`src/rtl/dcc_pkg.sv`:
```
package dcc_pkg;

    typedef enum logic [2:0] {
        ST_IDLE   = 3'd0,
        ST_RUN    = 3'd1,
        ST_ENDCHK = 3'd2,
        ST_FETCH  = 3'd3,
        ST_TAIL   = 3'd4
    } dcc_state_e;

    localparam logic [1:0] SEL_CTRL  = 2'd0;
    localparam logic [1:0] SEL_COUNT = 2'd1;
    localparam logic [1:0] SEL_CHAIN = 2'd2;

    localparam int unsigned DESC_WORDS = 4;
    localparam int unsigned WORD_SEL_W = $clog2(DESC_WORDS);

    // Position of each field inside a descriptor
    localparam logic [WORD_SEL_W-1:0] WORD_NEXT  = 2'd0;
    localparam logic [WORD_SEL_W-1:0] WORD_COUNT = 2'd1;
    localparam logic [WORD_SEL_W-1:0] WORD_MOD   = 2'd2;
    localparam logic [WORD_SEL_W-1:0] WORD_INDEX = 2'd3;

endpackage

```
`src/rtl/dcc_regs.sv`:
```
module dcc_regs
    import dcc_pkg::*;
#(
    parameter int unsigned DATA_W = 32,
    parameter int unsigned CP_W   = 20,
    parameter int unsigned IDX_W  = 19,
    parameter int unsigned MOD_W  = 16,
    parameter int unsigned CNT_W  = 16
) (
    input  logic                  clk,
    input  logic                  rst_n,
    input  logic                  wr_en,
    input  logic [1:0]            wr_sel,
    input  logic [DATA_W-1:0]     wr_data,
    input  logic                  fetch_busy,
    input  logic                  load_vld,
    input  logic [WORD_SEL_W-1:0] load_word,
    input  logic [DATA_W-1:0]     load_data,
    input  logic                  step_en,
    output logic                  chain_en,
    output logic [CP_W-1:0]       chain_ptr,
    output logic [CNT_W-1:0]      count,
    output logic [MOD_W-1:0]      modifier,
    output logic [IDX_W-1:0]      index
);

    logic wr_ctrl;
    logic wr_count;
    logic wr_chain;
    logic ld_next;
    logic ld_count;
    logic ld_mod;
    logic ld_index;
    logic [IDX_W-1:0] step_delta;
    wire  unused_hi = ^{wr_data[DATA_W-1:CP_W], load_data[DATA_W-1:CP_W]};

    // Count and chain pointer belong to the fetch while it runs
    assign wr_ctrl  = wr_en && (wr_sel == SEL_CTRL);
    assign wr_count = wr_en && (wr_sel == SEL_COUNT) && !fetch_busy;
    assign wr_chain = wr_en && (wr_sel == SEL_CHAIN) && !fetch_busy;

    assign ld_next  = load_vld && (load_word == WORD_NEXT);
    assign ld_count = load_vld && (load_word == WORD_COUNT);
    assign ld_mod   = load_vld && (load_word == WORD_MOD);
    assign ld_index = load_vld && (load_word == WORD_INDEX);

    assign step_delta = IDX_W'($signed(modifier));

    always_ff @(posedge clk) begin
        if (!rst_n) begin
            chain_en <= 1'b0;
        end else if (wr_ctrl) begin
            chain_en <= wr_data[0];
        end
    end

    always_ff @(posedge clk) begin
        if (!rst_n) begin
            chain_ptr <= '0;
        end else if (ld_next) begin
            chain_ptr <= load_data[CP_W-1:0];
        end else if (wr_chain) begin
            chain_ptr <= wr_data[CP_W-1:0];
        end
    end

    always_ff @(posedge clk) begin
        if (!rst_n) begin
            count <= '0;
        end else if (ld_count) begin
            count <= load_data[CNT_W-1:0];
        end else if (wr_count) begin
            count <= wr_data[CNT_W-1:0];
        end else if (step_en) begin
            count <= count - CNT_W'(1);
        end
    end

    always_ff @(posedge clk) begin
        if (!rst_n) begin
            modifier <= '0;
        end else if (ld_mod) begin
            modifier <= load_data[MOD_W-1:0];
        end
    end

    always_ff @(posedge clk) begin
        if (!rst_n) begin
            index <= '0;
        end else if (ld_index) begin
            index <= load_data[IDX_W-1:0];
        end else if (step_en) begin
            index <= index + step_delta;
        end
    end

endmodule

```
`src/rtl/dcc_fsm.sv`:
```
module dcc_fsm
    import dcc_pkg::*;
#(
    parameter int unsigned ADDR_W = 19,
    parameter int unsigned CNT_W  = 16
) (
    input  logic                  clk,
    input  logic                  rst_n,
    input  logic                  wr_en,
    input  logic [1:0]            wr_sel,
    input  logic [ADDR_W-1:0]     wr_addr,
    input  logic                  chain_en,
    input  logic [ADDR_W-1:0]     chain_addr,
    input  logic [CNT_W-1:0]      count,
    input  logic                  xfer_stb,
    output logic                  mem_rd_en,
    output logic [ADDR_W-1:0]     mem_rd_addr,
    output logic                  load_vld,
    output logic [WORD_SEL_W-1:0] load_word,
    output logic                  step_en,
    output logic                  chan_active,
    output logic                  desc_busy,
    output logic                  seq_end,
    output logic                  xfer_err
);

    localparam logic [WORD_SEL_W-1:0] LAST_WORD = WORD_SEL_W'(DESC_WORDS - 1);

    dcc_state_e state_q, state_d;
    logic [WORD_SEL_W-1:0] issue_q;
    logic [ADDR_W-1:0]     base_q;
    logic                  rvld_q;
    logic [WORD_SEL_W-1:0] rword_q;
    logic                  err_q;

    logic busy;
    logic wr_chain_now;
    logic wr_count_now;
    logic [ADDR_W-1:0] addr_eff;
    logic go_chain;
    logic count_out;

    assign busy         = (state_q == ST_FETCH) || (state_q == ST_TAIL);
    assign wr_chain_now = wr_en && (wr_sel == SEL_CHAIN) && !busy;
    assign wr_count_now = wr_en && (wr_sel == SEL_COUNT) && !busy;
    // A write in the deciding cycle counts as already present
    assign addr_eff     = wr_chain_now ? wr_addr : chain_addr;
    assign go_chain     = chain_en && (addr_eff != '0);
    assign step_en      = (state_q == ST_RUN) && xfer_stb && (count != '0);
    assign count_out    = !wr_count_now &&
                          ((count == '0) || (step_en && (count == CNT_W'(1))));

    // Next-state logic
    always_comb begin
        state_d = state_q;
        unique case (state_q)
            ST_IDLE:   if (wr_chain_now && go_chain) state_d = ST_FETCH;
            ST_RUN:    if (count_out) state_d = ST_ENDCHK;
            ST_ENDCHK: state_d = go_chain ? ST_FETCH : ST_IDLE;
            ST_FETCH:  if (issue_q == LAST_WORD) state_d = ST_TAIL;
            ST_TAIL:   state_d = (count != '0) ? ST_RUN : ST_ENDCHK;
            default:   state_d = ST_IDLE;
        endcase
    end

    // State register
    always_ff @(posedge clk) begin
        if (!rst_n) begin
            state_q <= ST_IDLE;
        end else begin
            state_q <= state_d;
        end
    end

    // Fetch bookkeeping
    always_ff @(posedge clk) begin
        if (!rst_n) begin
            issue_q <= '0;
            base_q  <= '0;
            rvld_q  <= 1'b0;
            rword_q <= '0;
            err_q   <= 1'b0;
        end else begin
            if ((state_d == ST_FETCH) && (state_q != ST_FETCH)) begin
                base_q  <= addr_eff;
                issue_q <= '0;
            end else if (state_q == ST_FETCH) begin
                issue_q <= issue_q + WORD_SEL_W'(1);
            end
            rvld_q  <= (state_q == ST_FETCH);
            rword_q <= issue_q;
            err_q   <= busy && xfer_stb;
        end
    end

    // Outputs
    always_comb begin
        mem_rd_en   = (state_q == ST_FETCH);
        mem_rd_addr = base_q + ADDR_W'(issue_q);
        load_vld    = rvld_q;
        load_word   = rword_q;
        chan_active = (state_q == ST_RUN);
        desc_busy   = busy;
        seq_end     = (state_q == ST_ENDCHK);
        xfer_err    = err_q;
    end

endmodule

```
`src/rtl/dma_chain_ctrl.sv`:
```
module dma_chain_ctrl
    import dcc_pkg::*;
#(
    parameter int unsigned DATA_W = 32,
    parameter int unsigned CP_W   = 20,
    parameter int unsigned IDX_W  = 19,
    parameter int unsigned MOD_W  = 16,
    parameter int unsigned CNT_W  = 16
) (
    input  logic                clk,
    input  logic                rst_n,
    input  logic                reg_wr_en,
    input  logic [1:0]          reg_wr_sel,
    input  logic [DATA_W-1:0]   reg_wr_data,
    output logic                mem_rd_en,
    output logic [CP_W-2:0]     mem_rd_addr,
    input  logic [DATA_W-1:0]   mem_rd_data,
    input  logic                xfer_stb,
    output logic [IDX_W-1:0]    index_o,
    output logic [MOD_W-1:0]    modifier_o,
    output logic [CNT_W-1:0]    count_o,
    output logic [CP_W-1:0]     chain_ptr_o,
    output logic                chain_en_o,
    output logic                chan_active,
    output logic                desc_busy,
    output logic                seq_end,
    output logic                xfer_err
);

    localparam int unsigned ADDR_W = CP_W - 1;

    logic                  load_vld;
    logic [WORD_SEL_W-1:0] load_word;
    logic                  step_en;

    dcc_fsm #(
        .ADDR_W (ADDR_W),
        .CNT_W  (CNT_W)
    ) u_fsm (
        .clk         (clk),
        .rst_n       (rst_n),
        .wr_en       (reg_wr_en),
        .wr_sel      (reg_wr_sel),
        .wr_addr     (reg_wr_data[ADDR_W-1:0]),
        .chain_en    (chain_en_o),
        .chain_addr  (chain_ptr_o[ADDR_W-1:0]),
        .count       (count_o),
        .xfer_stb    (xfer_stb),
        .mem_rd_en   (mem_rd_en),
        .mem_rd_addr (mem_rd_addr),
        .load_vld    (load_vld),
        .load_word   (load_word),
        .step_en     (step_en),
        .chan_active (chan_active),
        .desc_busy   (desc_busy),
        .seq_end     (seq_end),
        .xfer_err    (xfer_err)
    );

    dcc_regs #(
        .DATA_W (DATA_W),
        .CP_W   (CP_W),
        .IDX_W  (IDX_W),
        .MOD_W  (MOD_W),
        .CNT_W  (CNT_W)
    ) u_regs (
        .clk        (clk),
        .rst_n      (rst_n),
        .wr_en      (reg_wr_en),
        .wr_sel     (reg_wr_sel),
        .wr_data    (reg_wr_data),
        .fetch_busy (desc_busy),
        .load_vld   (load_vld),
        .load_word  (load_word),
        .load_data  (mem_rd_data),
        .step_en    (step_en),
        .chain_en   (chain_en_o),
        .chain_ptr  (chain_ptr_o),
        .count      (count_o),
        .modifier   (modifier_o),
        .index      (index_o)
    );

endmodule

```
`config.mk`:
```
export PLATFORM = sky130hd
export DESIGN_NAME = dma_chain_ctrl
export DESIGN_NICKNAME = d
export VERILOG_FILES = /design/src/rtl/dcc_pkg.sv /design/src/rtl/dcc_regs.sv /design/src/rtl/dcc_fsm.sv /design/src/rtl/dma_chain_ctrl.sv
export SDC_FILE = /design/constraint.sdc
export NUM_CORES = 1
export LEC_CHECK = 0
export BUFFER_PORTS_ARGS = -buffer_cell sky130_fd_sc_hd__buf_4
export CAP_MARGIN = 0
export CORE_ASPECT_RATIO = 0.9
export CORE_MARGIN = 1
export CORE_UTILIZATION = 57
export DETAILED_ROUTE_END_ITERATION = 6
export HOLD_SLACK_MARGIN = 0.12
export PLACE_DENSITY = 0.93
export SYNTH_ARGS = -nofsm -noshare
export SYNTH_HDL_FRONTEND = slang
export SYNTH_SLANG_ARGS = --single-unit
```
`constraint.sdc`:
```
create_clock -name clk -period 5.71 [get_ports clk]
set_clock_uncertainty 0.15 [all_clocks]
set_input_delay 0.2855 -clock clk [delete_from_list [all_inputs] [get_ports clk]]
set_output_delay 0.2855 -clock clk [all_outputs]
set_load 0.01 [all_outputs]
```
==> flow_summary.json <==
{
  "post-route-drc-count": 0,
  "routed_wire_length_per_instance_um": 18.49,
  "die_width_um": 110.0,
  "clockBufferDepth": 2,
  "dp.cells": 958,
  "postSynthRegisterBits": 100,
  "status": "finished clean",
  "port_buffers": 141,
  "cts_sinks": 100,
  "hpwl_um": 12570,
  "cts_tree": "done",
  "crit_start": "u_fsm.issue_q[0]",
  "die_y_um": 99.20,
  "timing.rr.start": "u_regs.count[2]",
  "number_of_failing_hold_endpoints_at_the_final_stage": 0,
  "die_area_mm2": 0.01091,
  "finalWeightedCongestion": 0.9357,
  "synth_area_per_cell_um2": 8.241,
  "critPathCaptureType": "output port",
  "setup_tns_ns": 0,
  "timing.max_cap.violations": 0,
  "final_max_slew_viol_count": 0,
  "grt_start_max_net_pins": 42,
  "route.vias.total": 6215,
  "worstPathMaxFanout": 4,
  "grt_antenna_before_repair": 0,
  "worstSkewPairLatency_ns": 0.35,
  "vdd_drop_max_v": 0.0001610,
  "grt_first_pass_wirelength_um": 28540,
  "cp_data_arrival_time_ns": 2.63,
  "first_global_vias": 5779,
  "overall_track_demand_over_capacity_in_global_routing_pct": 33.71,
  "root_buffer": "sky130_fd_sc_hd__clkbuf_16",
  "count_of_flip_flops_with_a_built_in_enable_after_synthesis": 0,
  "first_pass_iters": 5,
  "starting_density_pct": 58.64,
  "synth.distinct_cells": 69,
  "post_synth_instance_area_mm2": 0.005983,
  "p_per_area_mw_per_mm2": 203.3,
  "post-route-period-util_pct": 53.66,
  "cts.reportedPaths.clkPinSlew_ns": 0.08,
  "postSynthCellCount": 726,
  "netlist_top_cells_area": "sky130_fd_sc_hd__dfxtp_1 33%, sky130_fd_sc_hd__nand2_1 5.3%, sky130_fd_sc_hd__ha_1 5.0%",
  "placement.cell_area_mm2": 0.007044,
  "final_cell_area_mm2": 0.007536,
  "grt-ovfl-total": 0,
  "maximum_clock_frequency_mhz": 326.4,
  "worstHoldStart": "reg_wr_data[3]",
  "totalWireLength_um": 18400,
  "syn_nets": 822,
  "area_delta_synth_final_pct": 25.95,
  "final_net_count": 957,
  "finalSetupViolations": 0,
  "antenna_cells": 0,
  "worst_pin_slew_ns": 1.269,
  "finalPower_w": 0.001532,
  "yosys.area.top_type_share_pct": 33.46,
  "timing.final.ws_setup_ns": 2.646,
  "core-area_mm2": 0.01020,
  "synth_top_cell_by_area": "sky130_fd_sc_hd__dfxtp_1",
  "placementRows": 35,
  "synth-async-reset-ratio_pct": 0,
  "cts.htree.levels": 3,
  "post-route-min-period_ns": 3.064,
  "static-leakage-power_nw": 3.108,
  "floorplan.io_pins": 166,
  "critical_path_required_ns": 5.27,
  "final_layout_size_suffix_gt1_share_pct": 23.56,
  "sequential_fraction_of_the_synthesis_area_pct": 33.46,
  "worstSetupPathType": "flop to output port",
  "dominant_register_cell_in_the_synthesized_netlist": "sky130_fd_sc_hd__dfxtp_1",
  "drt_first_iter_violations": 668,
  "worstSetupStartpointType": "flop",
  "numCtsBuffers": 9,
  "pre_cts_ws_ns": 3.021,
  "number_of_vias_per_cell_after_detailed_routing": 6.246,
  "finish.cell_count_without_fillers": 995,
  "setup_repair_after_global_routing_missed_its_margin": "false",
  "detail-route-antenna-nets": 0,
  "slew-limit-headroom_pct": 15.15,
  "hold_class": "primary input to flop",
  "yosysWarningCount": 0
}
==> power by group <==
part           total [W]  switching [W]  internal (W)
combinational   0.000211       0.000113     0.0000982
sequential      0.000728      0.0000183      0.000710
clock           0.000593       0.000289      0.000303
total            0.00153       0.000421       0.00111
==> cell usage after synthesis (7+ instances only) <==
cell and n:
sky130_fd_sc_hd__dfxtp_1 100, sky130_fd_sc_hd__nand2_1 84, sky130_fd_sc_hd__nor2_1 80, sky130_fd_sc_hd__a21oi_1 58, sky130_fd_sc_hd__o21ai_0 34, sky130_fd_sc_hd__clkbuf_1 27, sky130_fd_sc_hd__nand3_1 27, sky130_fd_sc_hd__a211oi_1 25
sky130_fd_sc_hd__xnor2_1 25, sky130_fd_sc_hd__ha_1 24, sky130_fd_sc_hd__mux2i_1 22, sky130_fd_sc_hd__a211oi_2 20, sky130_fd_sc_hd__xor2_1 15, sky130_fd_sc_hd__inv_1 14, sky130_fd_sc_hd__nor4_1 12, sky130_fd_sc_hd__a31oi_1 10
sky130_fd_sc_hd__buf_2 10, sky130_fd_sc_hd__nor3_1 10, sky130_fd_sc_hd__and3_1 9, sky130_fd_sc_hd__nor2b_1 8, sky130_fd_sc_hd__and2_1 7, sky130_fd_sc_hd__o211ai_1 7
==> per-layer routing <==
metal | track usage, % | routed length, um | part of all wire [%] | vias up
met5 | 0 | 0 | 0 | -
met4 | 14.26 | 732 | 4.0 | 0
met3 | 6.422 | 1598 | 8.7 | 64
met2 | 54.28 | 8532 | 46 | 341
met1 | 43.90 | 7539 | 41 | 2903
li1 | - | - | - | 2907
==> timing repair <==
item                      in CTS  in global routing
setup buffers                  0                  0
gates resized for setup        0                  0
hold endpoints to repair      37                  1
hold buffers                  20                  1
==> cell families after synthesis <==
group,synth area share (%)
simple gates,23.53
compound gates,23.44
flops,33.46
buf+inv,4.349
xor+xnor,5.855
fa+ha+maj,5.688
mux,3.680
==> area by class of cell <==
type | instances | area [um^2]
sequential | 100 | 2002
fill | 734 | 2668
inverter | 15 | 56.30
clock inverter | 7 | 56.30
tap | 129 | 161.4
timing repair buffer | 167 | 1306
multi-input combinational | 568 | 3729
clock buffer | 9 | 225.2
==> worst paths after layout <==
check | to | slack [ns] | cells past startpoint
worst max register to register | u_regs.index[11] | 2.88 | 6
worst min-delay path | u_regs.count[3] | 0.12 | 3
worst max-delay path | mem_rd_addr[14] | 2.65 | 9
worst min register to register | u_regs.modifier[12] | 0.34 | 2
==> sequential cells by signal, indices dropped and copies added (netlist names) <==
register,cells
u_fsm.issue_q,2
u_regs.count,16
u_fsm.load_vld,1
u_regs.index,19
u_fsm.xfer_err,1
u_fsm.state_q,3
u_fsm.base_q,19
u_regs.chain_en,1
u_regs.chain_ptr,20
u_regs.modifier,16
u_fsm.load_word,2
==> worst max-delay path, stage by stage (launching register included) <==
cell and delay (ns):
sky130_fd_sc_hd__dfxtp_1 0.44, sky130_fd_sc_hd__ha_1 0.22, sky130_fd_sc_hd__inv_1 0.06, sky130_fd_sc_hd__fa_1 0.40
sky130_fd_sc_hd__nor2_1 0.18, sky130_fd_sc_hd__and3_1 0.27, sky130_fd_sc_hd__and2_1 0.23, sky130_fd_sc_hd__nand4_1 0.13
sky130_fd_sc_hd__xnor2_1 0.19, sky130_fd_sc_hd__buf_4 0.15
==> per-stage QoR <==
step,hold slack [ns],util [%]
after floorplan,0.2659,-
after global placement,0.3201,69.04
after detailed placement,0.3256,69.04
after CTS,0.1208,73.76
after global routing,0.1517,73.86
final,0.1211,73.86
==> cell usage in the layout (no fill, tap or decap), types with 7 or more instances in the layout <==
cell	netlist	final
sky130_fd_sc_hd__nor3_1	10	10
sky130_fd_sc_hd__nor4_1	12	12
sky130_fd_sc_hd__dlygate4sd3_1	0	21
sky130_fd_sc_hd__xor2_1	15	15
sky130_fd_sc_hd__o21ai_0	34	34
sky130_fd_sc_hd__clkbuf_16	0	9
sky130_fd_sc_hd__a211oi_1	25	25
sky130_fd_sc_hd__inv_1	14	14
sky130_fd_sc_hd__nand3_1	27	27
sky130_fd_sc_hd__mux2i_1	22	22
sky130_fd_sc_hd__xnor2_1	25	25
sky130_fd_sc_hd__and2_1	7	7
sky130_fd_sc_hd__dfxtp_1	100	100
sky130_fd_sc_hd__a31oi_1	10	10
sky130_fd_sc_hd__a211oi_2	20	19
sky130_fd_sc_hd__a21oi_1	58	58
sky130_fd_sc_hd__and3_1	9	9
sky130_fd_sc_hd__nor2_1	80	80
sky130_fd_sc_hd__nand2_1	84	84
sky130_fd_sc_hd__nor2b_1	8	8
sky130_fd_sc_hd__buf_4	2	146
sky130_fd_sc_hd__ha_1	24	24
sky130_fd_sc_hd__o211ai_1	7	7
No activity file was read; power rests on OpenSTA's default activity.
